File: config.mk
export PLATFORM = sky130hd
export DESIGN_NAME = stsPinGen
export DESIGN_NICKNAME = d
export VERILOG_FILES = /design/src/rtl/stsPkg.sv /design/src/rtl/stsCtrl.sv /design/src/rtl/stsDatapath.sv /design/src/rtl/stsPinGen.sv
export SDC_FILE = /design/constraint.sdc
export NUM_CORES = 1
export LEC_CHECK = 0
export ABC_AREA = 1
export ABC_CLOCK_PERIOD_IN_PS = 1500
export BUFFER_PORTS_ARGS = -buffer_cell sky130_fd_sc_hd__buf_2
export CORE_AREA = 2 2 39 41
export DETAILED_ROUTE_END_ITERATION = 16
export DIE_AREA = 0 0 41 43
export PLACE_DENSITY = 0.71
export SYNTH_ARGS = -nofsm -noshare
export SYNTH_HDL_FRONTEND = slang
export SYNTH_SLANG_ARGS = --single-unit
File: constraint.sdc
create_clock -name clk -period 1.5 [get_ports clk]
set_input_delay 0.15 -clock clk [delete_from_list [all_inputs] [get_ports clk]]
set_output_delay 0.15 -clock clk [all_outputs]
set_load 0.02 [all_outputs]
File: src/rtl/stsPkg.sv
package stsPkg;
  typedef enum logic [1:0] {
    MODE_LEVEL = 2'b00,
    MODE_ERASE = 2'b01,
    MODE_PROG  = 2'b10,
    MODE_ANY   = 2'b11
  } stsMode_e;

  typedef struct packed {
    logic levelLow;   // hold pin low this cycle (level mode, busy)
    logic pulseLoad;  // (re)start completion pulse
  } stsStrobe_t;
endpackage

File: src/rtl/stsCtrl.sv
module stsCtrl
  import stsPkg::*;
#(
  parameter int NBANK = 2,
  parameter int BANKW = 1
) (
  input  logic               clk,
  input  logic               rstN,
  input  logic               cfgWrEn,
  input  logic [BANKW-1:0]   cfgBank,
  input  logic [1:0]         cfgCode,
  input  logic [BANKW-1:0]   opBank,
  input  logic               busy,
  input  logic               eraseDone,
  input  logic               progDone,
  output stsStrobe_t         strobe,
  output logic [2*NBANK-1:0] bankCfg
);
  logic [1:0] selMode;

  for (genvar b = 0; b < NBANK; b++) begin : gBank
    logic [1:0] modeQ;
    always_ff @(posedge clk) begin
      if (!rstN) begin
        modeQ <= MODE_LEVEL;
      end else if (cfgWrEn && (cfgBank == BANKW'(b))) begin
        modeQ <= cfgCode;
      end
    end
    assign bankCfg[2*b +: 2] = modeQ;
  end

  assign selMode = bankCfg[{opBank, 1'b0} +: 2];

  always_comb begin
    strobe.levelLow  = (selMode == MODE_LEVEL) && busy;
    strobe.pulseLoad = (selMode[0] && eraseDone) || (selMode[1] && progDone);
  end
endmodule

File: src/rtl/stsDatapath.sv
module stsDatapath
  import stsPkg::*;
#(
  parameter int PULSE_CYC = 25
) (
  input  logic       clk,
  input  logic       rstN,
  input  stsStrobe_t strobe,
  output logic       driveLow
);
  localparam int CNTW = $clog2(PULSE_CYC + 1);

  logic [CNTW-1:0] pulseCnt;
  logic            levelQ;

  always_ff @(posedge clk) begin
    if (!rstN) begin
      pulseCnt <= '0;
      levelQ   <= 1'b0;
    end else begin
      levelQ <= strobe.levelLow;
      if (strobe.pulseLoad) begin
        pulseCnt <= CNTW'(PULSE_CYC);
      end else if (pulseCnt != '0) begin
        pulseCnt <= pulseCnt - 1'b1;
      end
    end
  end

  assign driveLow = levelQ || (pulseCnt != '0);
endmodule

File: src/rtl/stsPinGen.sv
module stsPinGen
  import stsPkg::*;
#(
  parameter int NBANK         = 2,
  parameter int CLK_PERIOD_NS = 10,
  parameter int PULSE_NS      = 250,
  localparam int BANKW        = (NBANK > 1) ? $clog2(NBANK) : 1
) (
  input  logic               clk,
  input  logic               rstN,
  input  logic               cfgWrEn,
  input  logic [BANKW-1:0]   cfgBank,
  input  logic [1:0]         cfgCode,
  input  logic [BANKW-1:0]   opBank,
  input  logic               busy,
  input  logic               eraseDone,
  input  logic               progDone,
  output logic               driveLow,
  output logic [2*NBANK-1:0] bankCfg
);
  localparam int PULSE_CYC = (PULSE_NS + CLK_PERIOD_NS - 1) / CLK_PERIOD_NS;

  stsStrobe_t strobe;

  stsCtrl #(.NBANK(NBANK), .BANKW(BANKW)) uCtrl (
    .clk(clk), .rstN(rstN), .cfgWrEn(cfgWrEn), .cfgBank(cfgBank),
    .cfgCode(cfgCode), .opBank(opBank), .busy(busy),
    .eraseDone(eraseDone), .progDone(progDone),
    .strobe(strobe), .bankCfg(bankCfg)
  );

  stsDatapath #(.PULSE_CYC(PULSE_CYC)) uDp (
    .clk(clk), .rstN(rstN), .strobe(strobe), .driveLow(driveLow)
  );
endmodule

* After elaboration in Yosys (flattened, before gate mapping)
Index checks and enable logic that the tools add are counted.
** Word-level totals
- Register bits after elaboration :: 10
- Bits of input ports :: 10
- Output and inout bits :: 5
- Logic and storage cells :: 22
** Operators by class
- Add/subtract/negate cells :: 1
- Shift-type cells :: 1
- Multiplexer cells :: 2
- Bitwise logic cells :: 2
- Reductions and logical operators :: 11
** Operators with widths (number)
- 2-to-1 mux 5 bit :: 2
- logical AND 1 bit :: 5
- nonzero test 5 bit :: 1
- subtractor 5 x 1 -> 5 bit (second input constant) :: 1
- variable part select 4 x 3 -> 2 bit :: 1
- logical NOT 2 bit :: 1
- logical OR 1 bit :: 2
- NOT 1 bit :: 2
- nonzero test 2 bit :: 1
- OR reduction 2 bit :: 1

* Depth between registers and ports, before layout
- Depth in word-level cells :: 4
- Depth in mapped cells :: 7
- Mapped depth without buffers :: 7

* Cells and area by module
From an unflattened synthesis, not the netlist that was laid out.
** Unflattened totals
- Cells, all modules :: 77
- Area total of the unflattened synthesis :: 500.5 sq um
** Modules (own cells, without submodules)
- stsDatapath :: instances 1, cells an instance 38, area each 275.3 sq um, sequential area each 120.1 sq um
- stsCtrl :: instances 1, cells an instance 39, area each 225.2 sq um, sequential area each 80.1 sq um

* Worst setup path after synthesis
No wires, ideal clock.
- Path kind :: flip-flop to output port
- Start point :: register uDp.pulseCnt[0]
- End point :: output port driveLow
- Arrival time :: 1037 ps
- Required time :: 1350 ps
- Setup slack :: 313 ps
- Stages on the path, launching flop included :: 5
- Buffers on the path :: 0
- Path through :: dfxtp_1 -> inv_1 -> ha_1 -> nand3_2 -> or2_1
** On the way
- Longest elaborated chain between the ends :: 2
** Ends and longest elaborated chain
- from (decl) :: line stsDatapath.sv:13 : logic [CNTW-1:0] pulseCnt;
- from (signal assigned) :: line stsDatapath.sv:23 : pulseCnt <= CNTW'(PULSE_CYC);
- from (signal assigned) :: line stsDatapath.sv:25 : pulseCnt <= pulseCnt - 1'b1;
- nonzero test 5 bit :: line stsDatapath.sv:30 : assign driveLow = levelQ || (pulseCnt != '0);
- logical OR 1 bit :: line stsDatapath.sv:30
- to (decl) :: line stsPinGen.sv:18 : output logic driveLow,
Every way passes these cells.

* Final worst setup path
- Start point :: register uDp.pulseCnt[1]
- End point :: output port driveLow
Same word-level chain as after synthesis.

==> results.sh <==
export IMPL_intPower_mw=0.618
export IMPL_ant_nets=0
export IMPL_start_util_pct=34.6
export IMPL_grt_usage_pct=12.7
export IMPL_status="completed"
export IMPL_clock_latency_ns=0.26
export IMPL_drive_gt1_share_pct=33.7
export IMPL_grt_overflow=0
export IMPL_start_kind="register"
export IMPL_hold_violations=0
export IMPL_slew_violations=0
export IMPL_finalInstanceArea_sq_um=654
export IMPL_place_gp_congestion=0.704
export IMPL_path_max_fanout=6
export IMPL_h_tree_depth=1
export IMPL_cp_arrival_ns=1.27
export IMPL_vias_per_cell=4.53
export IMPL_end_kind="output port"
export IMPL_synth_area_sq_um=479
export IMPL_worstMarginPinSlew_ns=0.193
export IMPL_drt_wl_total_um=936
export IMPL_die_h_um=43
export IMPL_dp_hpwl_um=755
export IMPL_cts_sinks=10
export IMPL_setup_tns_ns=0
export IMPL_finalCritPeriodShare_pct=94.7
export IMPL_pwr_density_cell_nw_per_um2=1420
export IMPL_slew_headroom_pct=87.1
export IMPL_fin_skew_ns=0.00384
export IMPL_min_period_ns=1.42
export IMPL_worst_ir_drop_vdd_uv=655
export IMPL_post_layout_nonfiller_instances=105
export IMPL_vias=476
export IMPL_syn_inst=68
export IMPL_rows=14
export IMPL_grt_first_pass_wirelength_um=1520
export IMPL_syn_nets=79
export IMPL_cts_root_buf="clkbuf_4"
export IMPL_p_sw_share_pct=33.5
export IMPL_hp_class="input pin to register"
export IMPL_grt_antenna_before_repair=0
export IMPL_dpl_instance_area_sq_um=569
export IMPL_ys_warn_count=0
export IMPL_synth_cell_types=14
export IMPL_coreArea_sq_um=1380
export IMPL_path_clk_slew_ns=0.06
export IMPL_grt_max_degree=9
export IMPL_first_pass_iters=4
export IMPL_ys_ff_latch=10
export IMPL_synth_seq_area_share_pct=41.8
export IMPL_combPwrFrac_pct=37.8
export IMPL_syn_avg_cell_area_sq_um=7.05
export IMPL_die_area_sq_um=1760
export IMPL_chipWidth_um=41
export IMPL_final_cell_mix="nand2_1 (14), buf_2 (14), inv_1 (11)"
export IMPL_p_seq_share_pct=37.0
export IMPL_port_buffers=14
export IMPL_cts_tree="built"
export IMPL_clockPowerShare_pct=25.1
export IMPL_fmax_ghz=0.704
export IMPL_cellLeakagePower_nw=0.339
export IMPL_cp_required_ns=1.35
export IMPL_cts_max_path_buffers=2
export IMPL_cts_hold_buf=0
export IMPL_pin_count=15
export IMPL_wl_per_cell_um=8.91
export IMPL_drc=0
export IMPL_p_switching_mw=0.311
export IMPL_worstSetupPathType="register to output port"
export IMPL_place_inst=98
export IMPL_rsz0062_at_grt="no"
export IMPL_fillers=145
export IMPL_cap_violations=0
export IMPL_fin_nets=101
export IMPL_diodes=0
export IMPL_cts_made_buffers=3
export IMPL_areaGrowthSynthToFinish_pct=36.6
export IMPL_finalSetupViolCount=0
export IMPL_grt_pass1_vias=416
export IMPL_drt_initial_drc_count=8
-- routing by layer --
metal	vias to the layer above	global-route usage (%)	wire length [um]
met3	0	5.24	59
met5	-	0	0
li1	258	-	-
met1	204	13.0	397
met2	14	21.9	478
met4	0	4.00	0
-- critical path, stage by stage (launching register included) --
cell and delay (ns):
dfxtp_2 0.33, inv_2 0.07, ha_4 0.15, nand3_4 0.10, or2_1 0.21, buf_2 0.15
-- cell type report --
cell class / instances / area [sq um] / share of cell area [%]
multi-input combinational: 44 / 251 / 38.4
sequential: 10 / 201 / 30.8
timing repair buffer: 17 / 92.6 / 14.1
inverter: 14 / 52.6 / 8.03
clock buffer: 4 / 36.3 / 5.54
tap: 16 / 20.0 / 3.06
-- cell families after synthesis --
kind of cell    after synthesis  share of synthesized area, %
fa+ha+maj                     1                          2.61
simple gates                 29                          29.2
buf+inv                      14                          11.0
compound gates               13                          13.6
xor+xnor                      1                          1.83
flops                        10                          41.8
-- flip-flops by register name, indices dropped and copies added, names as in the netlist --
register           count
uDp.pulseCnt           5
uCtrl.gBank.modeQ      4
uDp.levelQ             1
-- cells in the mapped netlist (all sizes together) --
master  instances  area (sq um)
xor2            1          8.76
nor2            6          25.0
or2             1          6.26
nand2          14          52.6
o21ai           5          25.0
a21oi           8          40.0
dfxtp          10           200
nand4           1          6.26
inv            14          52.6
nand3           7          50.1
ha              1          12.5
-- through the flow --
| stage | total power, mW | hold WS, ns | setup WS, ns | utilization (%) |
|---|---|---|---|---|
| after CTS | 0.885 | 0.144 | 0.00115 | 45.2 |
| after global placement | 0.611 | 0.414 | 0.213 | 41.1 |
| after global routing | 1.00 | 0.149 | 0.0103 | 47.3 |
| final | 0.929 | 0.151 | 0.0790 | 47.3 |
| after floorplan | 0.547 | 0.275 | 0.313 | - |
| after detailed placement | 0.617 | 0.423 | 0.161 | 41.1 |
-- power groups by stage --
stage               clock network, mW  registers (mW)  logic [mW]
floorplan                           0           0.343       0.204
global placement                    0           0.338       0.273
detailed placement                  0           0.341       0.275
CTS                             0.242           0.337       0.307
global route                    0.251           0.352       0.398
finish                          0.233           0.344       0.352
-- worst paths after layout --
check | start | end | slack (ns) | cells past startpoint
max | uDp.pulseCnt[1] | driveLow | 0.08 | 5
min | busy | uDp.levelQ | 0.15 | 3
max reg2reg | uDp.pulseCnt[1] | uDp.pulseCnt[4] | 0.45 | 6
min reg2reg | uCtrl.gBank[1].modeQ[1] | uCtrl.gBank[1].modeQ[1] | 0.47 | 2
-- timing repair --
item,4_1_cts,5_1_grt
gates resized for setup,3,4
pin swaps,0,1
endpoints found under the setup margin,1,1
setup buffers,1,2
Note: power is estimated with default switching activity, not from simulation.
